===== config.mk =====
export PLATFORM = sky130hd
export DESIGN_NAME = tx_guard
export DESIGN_NICKNAME = d
export VERILOG_FILES = /design/src/rtl/tx_guard_pkg.sv /design/src/rtl/tx_guard_rst_sync.sv /design/src/rtl/tx_guard_decode.sv /design/src/rtl/tx_guard_counter.sv /design/src/rtl/tx_guard_mode.sv /design/src/rtl/tx_guard.sv
export SDC_FILE = /design/constraint.sdc
export NUM_CORES = 1
export LEC_CHECK = 0
export ABC_CLOCK_PERIOD_IN_PS = 800
export BUFFER_PORTS_ARGS = -buffer_cell sky130_fd_sc_hd__buf_2
export CAP_MARGIN = 10
export CORE_MARGIN = 1
export CORE_UTILIZATION = 57
export CTS_BUF_LIST = sky130_fd_sc_hd__clkbuf_8
export CTS_CLUSTER_DIAMETER = 120
export DETAILED_ROUTE_END_ITERATION = 10
export GPL_ROUTABILITY_DRIVEN = 0
export GPL_TIMING_DRIVEN = 0
export PLACE_DENSITY_LB_ADDON = 0.25
export SYNTH_ARGS = -nofsm -noshare
export SYNTH_HDL_FRONTEND = slang
export SYNTH_SLANG_ARGS = --single-unit

===== constraint.sdc =====
create_clock -name clk_i -period 0.8 [get_ports clk_i]
set_input_delay 0.16 -clock clk_i [delete_from_list [all_inputs] [get_ports clk_i]]
set_output_delay 0.16 -clock clk_i [all_outputs]
set_load 0.1 [all_outputs]

===== src/rtl/tx_guard_pkg.sv =====
package tx_guard_pkg;
  typedef enum logic {
    SEL_MODE = 1'b0,
    SEL_KICK = 1'b1
  } reg_sel_e;

  localparam int unsigned DEF_CNT_W  = 13;
  localparam int unsigned DEF_DATA_W = 8;
  localparam logic [7:0]  DEF_KEY    = 8'hA2;
endpackage


===== src/rtl/tx_guard_rst_sync.sv =====
module tx_guard_rst_sync #(
  parameter int unsigned STAGES = 2
) (
  input  logic clk_i,
  input  logic rst_ni,
  output logic rst_sync_no
);
  logic [STAGES-1:0] sync_q;
  logic [STAGES-1:0] sync_d;

  generate
    if (STAGES == 1) begin : g_single
      assign sync_d = 1'b1;
    end else begin : g_chain
      assign sync_d = {sync_q[STAGES-2:0], 1'b1};
    end
  endgenerate

  always_ff @(posedge clk_i or negedge rst_ni) begin
    if (!rst_ni) sync_q <= '0;
    else         sync_q <= sync_d;
  end

  assign rst_sync_no = sync_q[STAGES-1];
endmodule


===== src/rtl/tx_guard_decode.sv =====
module tx_guard_decode
  import tx_guard_pkg::*;
#(
  parameter int unsigned      DATA_W = DEF_DATA_W,
  parameter logic [DATA_W-1:0] KEY   = DATA_W'(DEF_KEY)
) (
  input  logic              wr_en_i,
  input  logic              wr_sel_i,
  input  logic [DATA_W-1:0] wr_data_i,
  output logic              mode_wr_o,
  output logic              mode_val_o,
  output logic              kick_ok_o
);
  reg_sel_e sel;

  always_comb begin
    sel        = reg_sel_e'(wr_sel_i);
    mode_wr_o  = wr_en_i && (sel == SEL_MODE);
    mode_val_o = wr_data_i[0];
    kick_ok_o  = wr_en_i && (sel == SEL_KICK) && (wr_data_i == KEY);
  end
endmodule


===== src/rtl/tx_guard_counter.sv =====
module tx_guard_counter #(
  parameter int unsigned CNT_W = 13
) (
  input  logic             clk_i,
  input  logic             rst_ni,
  input  logic             load_i,
  input  logic             run_i,
  output logic [CNT_W-1:0] count_o,
  output logic             zero_o
);
  localparam logic [CNT_W-1:0] FULL = {CNT_W{1'b1}};

  logic [CNT_W-1:0] cnt_q;
  logic [CNT_W-1:0] cnt_d;
  logic             cnt_en;

  always_comb begin
    zero_o = (cnt_q == '0);
    cnt_en = load_i || (run_i && !zero_o);
    cnt_d  = load_i ? FULL : (cnt_q - 1'b1);
  end

  always_ff @(posedge clk_i or negedge rst_ni) begin
    if (!rst_ni)     cnt_q <= FULL;
    else if (cnt_en) cnt_q <= cnt_d;
  end

  assign count_o = cnt_q;
endmodule


===== src/rtl/tx_guard_mode.sv =====
module tx_guard_mode (
  input  logic clk_i,
  input  logic rst_ni,
  input  logic mode_wr_i,
  input  logic mode_val_i,
  input  logic kick_ok_i,
  input  logic zero_i,
  output logic tx_o,
  output logic expire_o,
  output logic pulse_o
);
  logic tx_q;
  logic tx_d;
  logic pulse_q;

  always_comb begin
    expire_o = tx_q && zero_i && !kick_ok_i;
    if (expire_o)       tx_d = 1'b0;
    else if (mode_wr_i) tx_d = mode_val_i;
    else                tx_d = tx_q;
  end

  always_ff @(posedge clk_i or negedge rst_ni) begin
    if (!rst_ni) begin
      tx_q    <= 1'b0;
      pulse_q <= 1'b0;
    end else begin
      tx_q    <= tx_d;
      pulse_q <= expire_o;
    end
  end

  assign tx_o    = tx_q;
  assign pulse_o = pulse_q;
endmodule


===== src/rtl/tx_guard.sv =====
module tx_guard
  import tx_guard_pkg::*;
#(
  parameter int unsigned       CNT_W       = DEF_CNT_W,
  parameter int unsigned       DATA_W      = DEF_DATA_W,
  parameter logic [DATA_W-1:0] KEY         = DATA_W'(DEF_KEY),
  parameter int unsigned       SYNC_STAGES = 2
) (
  input  logic              clk_i,
  input  logic              rst_ni,
  input  logic              wr_en_i,
  input  logic              wr_sel_i,
  input  logic [DATA_W-1:0] wr_data_i,
  input  logic              tick_i,
  output logic              tx_mode_o,
  output logic              timeout_o
);
  logic             rst_sync_n;
  logic             mode_wr_w;
  logic             mode_val_w;
  logic             kick_ok_w;
  logic             zero_w;
  logic             expire_w;
  logic             load_w;
  logic             run_w;
  logic             tx_w;
  logic [CNT_W-1:0] count_w;

  tx_guard_rst_sync #(.STAGES(SYNC_STAGES)) u_rst (
    .clk_i       (clk_i),
    .rst_ni      (rst_ni),
    .rst_sync_no (rst_sync_n)
  );

  tx_guard_decode #(.DATA_W(DATA_W), .KEY(KEY)) u_dec (
    .wr_en_i    (wr_en_i),
    .wr_sel_i   (wr_sel_i),
    .wr_data_i  (wr_data_i),
    .mode_wr_o  (mode_wr_w),
    .mode_val_o (mode_val_w),
    .kick_ok_o  (kick_ok_w)
  );

  // reload on a valid key or on entry into transmit
  assign load_w = kick_ok_w || (mode_wr_w && mode_val_w && !tx_w);
  assign run_w  = tx_w && tick_i;

  tx_guard_counter #(.CNT_W(CNT_W)) u_cnt (
    .clk_i   (clk_i),
    .rst_ni  (rst_sync_n),
    .load_i  (load_w),
    .run_i   (run_w),
    .count_o (count_w),
    .zero_o  (zero_w)
  );

  tx_guard_mode u_mode (
    .clk_i      (clk_i),
    .rst_ni     (rst_sync_n),
    .mode_wr_i  (mode_wr_w),
    .mode_val_i (mode_val_w),
    .kick_ok_i  (kick_ok_w),
    .zero_i     (zero_w),
    .tx_o       (tx_w),
    .expire_o   (expire_w),
    .pulse_o    (timeout_o)
  );

  assign tx_mode_o = tx_w;
endmodule


Word level (Yosys, flattened, before mapping)
Index checks and enable logic that the tools add are counted.
W data, S select, Z words.

storage, ports and cells
  register bits = 17
  input port bits = 13
  output and inout bits = 2
  logic and storage cells = 26

operators by class
  add/sub/neg operators = 1
  equal/unequal tests = 1
  multiplexer cells = 3
  bitwise gates (word level) = 1
  reductions and logical operators = 16

operators with widths
  cell                     count
  $logic_not A13 Y1        1
  $mux W13                 1
  $sub A13 B1 Y13 const B  1
  $logic_and A1 B1 Y1      9
  $eq A8 B8 Y1 const B     1
  $logic_not A1 Y1         3
  $logic_or A1 B1 Y1       2
  $mux W1                  2
  $reduce_bool A2 Y1       1
  $not A1 Y1               1

Longest topological paths before layout
Gate-level depths: netlist of run 1.

  depth after elaboration = 6
  mapped depth = 7
  gate-level depth less buffers = 6

Hierarchy
A second synthesis of run 1 with hierarchy kept.

second synthesis, totals
  cell total of the unflattened synthesis = 93
  area total of the unflattened synthesis = 967.2 µm²

by module, submodules not included
  module             instances  cells each  area each (µm²)  seq. area each (µm²)
  tx_guard_counter   1          77          777.0            341.6
  tx_guard_mode      1          5           72.6             50.0
  tx_guard_rst_sync  1          3           53.8             50.0
  tx_guard_decode    1          5           46.3             0.0
  tx_guard           1          3           17.5             0.0

Worst setup path after synthesis of run 1
No wires, ideal clock.

  path kind = register to register
  from = reg u_mode.tx_q, in the netlist u_mode.tx_o
  to = reg u_cnt.cnt_q[8], in the netlist u_cnt.count_o[8]
  setup time = 0.064 ns
  arrival time = 2.138 ns
  data required time = 0.736 ns
  path slack = -1.402 ns
  cell stages (with the launch flop) = 5
  buffers on the path = 0
  period minus slack after synthesis = 2.202 ns
  cells stage by stage = dfrtp_1 nor4bb_1 nand2_1 or4_2 nand3_1

between the ends
  longest elaborated chain between the ends = 4
  elaborated cells between the ends (all ways) = 7
  classes of those cells = 1 x mux; 6 x reduce/logical

ends and longest elaborated chain
  element                                                line                                            source
  start: declaration                                     tx_guard_mode.sv:12                             logic tx_q;
  start signal: assignment                               tx_guard_mode.sv:28                             tx_q <= tx_d;
  $logic_not A1 Y1                                       tx_guard.sv:45                                  assign load_w = kick_ok_w || (mode_wr_w && mode_val_w && !tx_w);
  $logic_and A1 B1 Y1                                    tx_guard.sv:45
  $logic_or A1 B1 Y1                                     tx_guard.sv:45
  $mux W13 / $logic_or A1 B1 Y1 (equally long branches)  tx_guard_counter.sv:20, tx_guard_counter.sv:19
  end signal: assignment                                 tx_guard_counter.sv:25                          else if (cnt_en) cnt_q <= cnt_d;
  end: declaration                                       tx_guard_counter.sv:13                          logic [CNT_W-1:0] cnt_q;

Parallel ways exist; a longest one is shown, timed or not.
A chain may end at the register's enable or synchronous reset.

Final worst setup path of run 1
  from = reg u_cnt.cnt_q[6], in the netlist u_cnt.count_o[6]
  to = reg u_cnt.cnt_q[9], in the netlist u_cnt.count_o[9]

between the ends
  longest elaborated chain between the ends = 4
  elaborated cells between the ends (all ways) = 6
  classes of those cells = 1 x add/sub; 1 x mux; 4 x reduce/logical

ends and longest elaborated chain
  element
  branches (longest 4 deep; another with $sub A13 B1 Y13)

Several ways; the timed one is not identified.

==> metrics.txt, run 1 <==
status finished, violations left; failing checks setup timing; critical path type reg2reg; Routed Antenna Nets 0; Clk Latency, worst-skew pair approximately 0.25 ns; cell count of the worst reg-to-reg path 5; Gate Count Post-Synth 82; CP required 1.00 ns; Detailed Routing Iterations Pass 1 4; DR iter-0 viols 30; period utilization 237.3%; Site Rows 14; WL/cell about 19 um; Top Layer Used met4; Ys Warns 0; Slew HR about three fifths; Reg2Reg Launch Point u_cnt.count_o[6]; Ant. Diodes 0; Critical Path Sink Type flip-flop; met3 wire len 136 um; first-pass GRT wire length ~3600 um; PwrDens 2294 nW/um^2; DR WL met2 roughly 1300 um; Reg clk slew, reported paths 0.07 ns; maximum clock frequency 526.7 MHz; worst-margin pin slew 0.6125 ns; post-route setup TNS -15.76 ns; Area Overhead vs Synth 39.97%; Core Region roughly 1500 um^2; Hold Crit Start wr_sel_i; Num Clock Sinks 17; post-route setup slack -1.099 ns; Netlist cell types 32; hold depth 3; Max Slew Vio Count 0; layout cell share with drive strength beyond 1 58.56%; RR Endpoint u_cnt.count_o[9]; hold slack final slightly below 0.2 ns; Die ar. about 1800 um^2; I/O pins 15; Worst Hold End u_mode.tx_o; initial antenna violation count 0; global-route usage over all layers approximately 28%; FF+latch count, synth 17; R2R setup slack -1.10 ns; number of port buffers 14; Tightest Hold Check Type in2reg; area of the mapped netlist 904.6 um^2; Initial Util between 60 and 70%; GRT overflow 0; critical path data arrival time about 2.1 ns; unrepaired setup endpoints after global routing yes; maximum VDD drop 1.593 mV; Clock Skew roughly 0.0057 ns; Post-Place Worst Slack -1.109 ns; CTS buffer count 3; Tmin final 1.899 ns; Post-Route WL around 2400 um; die height 41.84 um; Seq/Total Area, Yosys about half; DR vias around 850; Via density roughly 6.7; nets about 130; clock root cell clkbuf_8; htree depth 1; Setup violations, final 17; DRC Markers 0; startpoint types flip-flop; Leak between 0.4 and 0.5 nW; max-cap violations 0; Hold Vio Cnt, Final 0; number of global-route vias before repair 816; synthesized area per cell about 11 um^2; worst-path fanout max 6; met1 WL around 1000 um; DP HPWL around 1300 um; Net Count, Synth 97; Clock Path Buffers 2; CTS tree built; Die X 41.84 um; largest net degree at the start of global routing 16
repair_timing:
action | 4_1_cts | 5_1_grt
gates cloned | 1 | 0
setup endpoints to repair | 17 | 19
pin swaps | 8 | 9
hold endpoints to repair | 2 | 0
buffers inserted | 6 | 3
hold buffers | 1 | 0
gates resized for setup | 17 | 10
final cells by class:
cell class	instances	area [um^2]
Multi-Input combinational cell	60	520.5
Sequential cell	17	449.2
Fill cell	85	222.7
Timing Repair Buffer	25	196.4
Clock buffer	3	41.29
Buffer	2	20.02
Tap cell	16	20.02
Inverter	3	13.76
Clock inverter	1	5.005
worst max path at each step:
stage	startpoint	endpoint	slack, ns	cells past startpoint
after detailed placement	u_cnt.count_o[0]	u_cnt.count_o[10]	-1.11	6
after global routing	u_cnt.count_o[0]	u_cnt.count_o[9]	-1.12	7
after floorplan	u_cnt.count_o[7]	u_cnt.count_o[10]	-1.02	4
after global placement	u_cnt.count_o[0]	u_cnt.count_o[12]	-1.09	6
after CTS	u_cnt.count_o[0]	u_cnt.count_o[12]	-1.10	6
final	u_cnt.count_o[6]	u_cnt.count_o[9]	-1.10	5
layout by cell type, fill, tap and decap left out, types with 2 or more instances in the layout:
cell / synthesis / layout
buf_12: 0 / 2
buf_2: 0 / 12
buf_4: 1 / 7
buf_6: 0 / 4
clkbuf_8: 0 / 3
dfrtp_1: 4 / 2
dfrtp_4: 0 / 2
dfstp_2: 13 / 13
nand3_1: 10 / 7
nand3_2: 0 / 3
nor4b_4: 1 / 2
nor4bb_1: 4 / 3
o21ai_0: 9 / 4
o21ai_1: 0 / 4
o311ai_1: 0 / 3
o31ai_1: 3 / 2
or3_1: 4 / 4
or3_4: 0 / 2
or4_1: 3 / 3
or4_4: 1 / 2
critical path, cell delays in order (launching register included):
cell	delay, ns
dfstp_2	0.37
or4_4	0.57
a211o_4	0.32
buf_6	0.13
or3_4	0.37
nand3_2	0.08
Yosys cell counts:
| library cell | instances | area, um^2 |
|---|---|---|
| buf_4 | 1 | 7.510 |
| a211oi_1 | 1 | 7.510 |
| ha_1 | 2 | 25.02 |
| o21a_1 | 1 | 7.510 |
| or4_4 | 1 | 11.26 |
| nor4b_1 | 1 | 8.760 |
| o311ai_0 | 4 | 35.03 |
| o31ai_1 | 3 | 22.52 |
| nor2b_1 | 1 | 6.260 |
| a21oi_1 | 1 | 5.000 |
| nand2_1 | 2 | 7.510 |
| nor4b_4 | 1 | 23.77 |
| nor3_1 | 1 | 5.000 |
| or4_2 | 1 | 8.760 |
| nand3_1 | 10 | 50.05 |
| nor4bb_1 | 4 | 40.04 |
| nor3b_1 | 1 | 7.510 |
| a211o_4 | 1 | 17.52 |
| dfstp_2 | 13 | 341.6 |
| o21ai_0 | 9 | 45.04 |
| o41ai_1 | 1 | 8.760 |
| dfrtp_1 | 4 | 100.1 |
| or4_1 | 3 | 22.52 |
| conb_1 | 1 | 3.750 |
| dlygate4sd1_1 | 1 | 8.760 |
| a31oi_1 | 1 | 6.260 |
| or3_1 | 4 | 25.02 |
| and3_1 | 1 | 6.260 |
| inv_1 | 3 | 11.26 |
| or3_2 | 2 | 15.01 |
| or2_2 | 1 | 6.260 |
| o211ai_1 | 1 | 7.510 |
routing by layer:
metal / vias up / global-route usage, %
li1: 388 / -
met1: 421 / 31.14
met2: 38 / 50.94
met3: 6 / 9.130
met4: 0 / 9.677
met5: - / 0
logic make-up after synthesis:
| logic type | share of synthesized area [%] |
|---|---|
| and+or+nand+nor | 26.97 |
| buffers and inverters | 3.043 |
| adders and majority gates | 2.766 |
| other | 0.4145 |
| AOI/OAI and AO/OA | 17.98 |
| DFF | 48.83 |
where the power goes:
part / internal [mW] / leakage, nW / switching (mW)
clock network: 0.346 / 0.0255 / 0.295
registers: 1.19 / 0.183 / 0.283
logic: 0.410 / 0.285 / 0.378
registers in the layout, summed over array words and instances, names as in the netlist:
| name | count |
|---|---|
| u_mode.pulse_o | 1 |
| u_rst.sync_q | 2 |
| u_cnt.count_o | 13 |
| u_mode.tx_o | 1 |
per-stage QoR:
| stage | instance area, um^2 | std cells | total power [mW] | utilization (%) |
|---|---|---|---|---|
| final | 1266 | 127 | 2.905 | 85.04 |
| after global placement | 1035 | 112 | 1.917 | 69.50 |
| after global routing | 1266 | 127 | 3.027 | 85.04 |
| after CTS | 1205 | 124 | 2.752 | 80.92 |
| after detailed placement | 1035 | 112 | 1.972 | 69.50 |
| after floorplan | 944.7 | 82 | 1.799 | - |
Note: power is estimated with default switching activity, not from simulation.
==> run 2: changes to the inputs <==
--- a/config.mk
+++ b/config.mk
@@ -5,14 +5,17 @@
 export SDC_FILE = /design/constraint.sdc
 export NUM_CORES = 1
 export LEC_CHECK = 0
+export ABC_AREA = 1
 export ABC_CLOCK_PERIOD_IN_PS = 800
-export BUFFER_PORTS_ARGS = -buffer_cell sky130_fd_sc_hd__buf_2
 export CAP_MARGIN = 10
+export CELL_PAD_IN_SITES_DETAIL_PLACEMENT = 1
+export CELL_PAD_IN_SITES_GLOBAL_PLACEMENT = 2
 export CORE_MARGIN = 1
-export CORE_UTILIZATION = 57
+export CORE_UTILIZATION = 37
 export CTS_BUF_LIST = sky130_fd_sc_hd__clkbuf_8
 export CTS_CLUSTER_DIAMETER = 120
 export DETAILED_ROUTE_END_ITERATION = 10
+export DONT_BUFFER_PORTS = 1
 export GPL_ROUTABILITY_DRIVEN = 0
 export GPL_TIMING_DRIVEN = 0
 export PLACE_DENSITY_LB_ADDON = 0.25
==> run 2 against run 1 <==
  * The flow still finishes with violations (setup timing)
  * Count of clock-buffer cells in the layout is the same
  * Via count grew 20%
  * Sequential power grew 17%
  * Largest cell class unchanged
==> metrics.txt, run 2 <==
top-area cell type share of the netlist area 29.80% (-8.0 points); FF+latch count, synth 17 (unchanged); synthesized area per cell 7.347 um^2 (-33%); Hold Crit Start wr_data_i[0]; first-pass GRT wire length 5237 um (+44%); Leak 0.6906 nW (+40%); Via density 5.172 (-23%); clock root cell clkbuf_8; Netlist cell types 25 (-22%); synth cell count leaders nand2_1, nand3_1, inv_1, nor2_1, dfstp_2; Site Rows 19 (+5); Net Count, Synth 171 (+76%); CP peak stage delay 0.56 ns (about the same); number of global-route vias before repair 1109 (+36%); Post-synth EDFFs 0 (unchanged); Reg clk slew, reported paths 0.07 ns (about the same); critical path type reg2reg; Num Clock Sinks 17 (unchanged); DR vias 1024 (+20%); GRT overflow 0 (unchanged); NetSw 1.893 mW (+98%); Gate Count Post-Synth 156 (+90%); Sequential Power Share 39.4% (-11 points); global-route usage over all layers 21.12% (-7.3 points); nets 183 (+44%); post-route setup slack -0.6256 ns (+0.4732 ns); critical path data arrival time 1.61 ns (-0.49 ns); Die X 57.66 um (+38%); most common cell after layout, fill and taps aside nand2_1; Core Region 2853 um^2 (+92%); clock power share 15.6% (-6.4 points); largest net degree at the start of global routing 16 (unchanged); cell family with most CP delay flip-flops; I/O pins 15 (unchanged); Clk Latency, worst-skew pair 0.26 ns (about the same); WL/cell 15.26 um (-21%); Top FF cell, synth dfstp_2; htree depth 1 (unchanged); crit path launch u_cnt.count_o[1]; maximum clock frequency 701.4 MHz (+33%); initial antenna violation count 0 (unchanged); Final Total Pwr 4.398 mW (+51%); failing checks setup timing; Initial Util 40.18% (-21 points); Area Overhead vs Synth 26.09%; Ys Warns 0 (unchanged); Internal Power 2.504 mW (+28%); CTS tree built; CP required 0.99 ns (about the same); PwrDens 3043 nW/um^2 (+33%); hold slack final 0.07499 ns (-0.1196 ns); max-cap violations 0 (unchanged); Reg2Reg Launch Point u_cnt.count_o[1]; CP Buf/Inv Count 2 (+1); most frequent cells in the layout nand2_1, nor2_1, nand3_1, inv_1, dfstp_2; CTS buffer count 3 (unchanged); Sw Share 43.06% (+10 points); crit path max-delay cell type dfstp_2; Logic pwr share 45.0% (+18 points); DRC Markers 0 (unchanged); Die ar. 3324 um^2 (+90%); cell count of the worst reg-to-reg path 8 (+3); Tightest Hold Check Type in2reg; startpoint types flip-flop; biggest area consumer among synthesized cells dfstp_2; hold depth 2 (-1); top cells by area, synth dfstp_2, nand2_1, nand3_1; period utilization 178.2% (-59 points); CP Cell Sequence inv_2, ha_4, nand2_4, nor2_4, nand2_4, nand2_8, buf_6, o211ai_1; Ant. Diodes 0 (unchanged); unrepaired setup endpoints after global routing yes; die height 57.66 um (+38%); CP Depth 8 (+3); worst-path fanout max 8 (+2); FFs w/ async S/R, synth 100.0% (unchanged); Routed Antenna Nets 0 (unchanged); Clock Skew 0.002348 ns (-0.003355 ns); maximum VDD drop 1.581 mV (-0.71%); fillcell total 356 (+320%); Critical Path Sink Type flip-flop; area of the mapped netlist 1146 um^2 (+27%); status finished, violations left; layout cell share with drive strength beyond 1 39.52% (-19 points); Max Slew Vio Count 0 (unchanged); Hold Vio Cnt, Final 0 (unchanged); Tmin final 1.426 ns (-0.4732 ns); Post-Route WL 3022 um (+23%); number of port buffers 0 (-14); DR iter-0 viols 32 (+6.7%); DP HPWL 2097 um (+61%); Top cell by count, worst path nand2_4; post-route setup TNS -9.234 ns (+6.529 ns); Setup violations, final 17 (unchanged); Seq/Total Area, Yosys 38.54% (-10 points); most frequent cell after synthesis nand2_1; Clock Path Buffers 2 (unchanged); max FFs per register 13 (unchanged); Detailed Routing Iterations Pass 1 4 (unchanged)
## run 2: cell count changes in the layout (fill, tap and decap cells not counted), sizes merged, moves of 4 or more
| cell | delta |
|---|---|
| nand2 | +45 |
| nor2 | +26 |
| inv | +17 |
| buf | -16 |
| nand3 | +11 |
| or3 | -6 |
| or4 | -5 |
| nor4bb | -4 |
| o311ai | -4 |
## run 2: cells by family (layout without fill, tap and decap cells)
logic type / count (synthesis) / in the layout / synth area share (%)
xor gates and xnor gates: 4 / 4 / 3.057
other: 1 / 1 / 0.3272
and+or+nand+nor: 101 / 101 / 42.36
AOI/OAI and AO/OA: 8 / 8 / 4.694
DFF: 17 / 17 / 38.54
buffers and inverters: 23 / 34 / 8.842
adders and majority gates: 2 / 2 / 2.183
## run 2: area by class of cell
class                   instances  area [um^2]  share of cell area [%]
multi-input cells             116        709.4                   49.09
plain buffers                   3        41.29                   2.857
clock buffers                   3        41.29                   2.857
repair buffers                  7        78.83                   5.455
clock inverters                 1        5.005                  0.3463
inverters                      20        80.08                   5.541
flip-flops and latches         17        450.4                   31.17
well taps                      31        38.79                   2.684
## run 2: worst register-to-register path, cell delays in order (launching register included)
cell and delay, ns:
dfstp_2 0.56, inv_2 0.06, ha_4 0.17, nand2_4 0.06, nor2_4 0.04, nand2_4 0.09, nand2_8 0.07, buf_6 0.14
o211ai_1 0.16
## run 2: worst paths after layout
kind | to | slack, ns
max in group asynchronous | u_cnt.count_o[8] | 0.30
worst min register to register | u_mode.tx_o | 0.19
min in group asynchronous | u_rst.sync_q[0] | 0.12
worst max-delay path | u_cnt.count_o[1] | -0.63
worst max register to register | u_cnt.count_o[1] | -0.63
worst min-delay path | u_mode.tx_o | 0.07
## run 2: metrics by stage
step | cell area [um^2] | util [%] | setup WS [ns] | std cells
floorplan | 1201 | - | -0.5366 | 156
global placement | 1240 | 43.46 | -0.6527 | 187
detailed placement | 1240 | 43.46 | -0.6933 | 187
CTS | 1404 | 49.21 | -0.6165 | 198
global route | 1445 | 50.66 | -0.6771 | 198
finish | 1445 | 50.66 | -0.6256 | 198
## run 2: timing repair
action | 4_1_cts | 5_1_grt
endpoints found under the setup margin | 19 | 17
gates cloned | 1 | 0
gates resized for setup | 13 | 12
pin swaps | 5 | 2
endpoints found under the hold margin | 2 | 0
hold buffers | 1 | 0
buffers inserted | 5 | 0
## run 2: power groups by stage
stage                     Clock, mW  Sequential, mW  Combinational [mW]
final                         0.688            1.73                1.98
after global routing          0.735            1.79                2.24
after CTS                     0.712            1.73                1.83
after detailed placement          0            1.73                1.61
after global placement            0            1.71                1.54
after floorplan                   0            1.64                1.33
## run 2: layer usage
metal,global-route usage (%),routed length (um)
met1,29.08,1419
met2,34.72,1528
met3,4.018,55
met4,4.762,19
met5,0,0
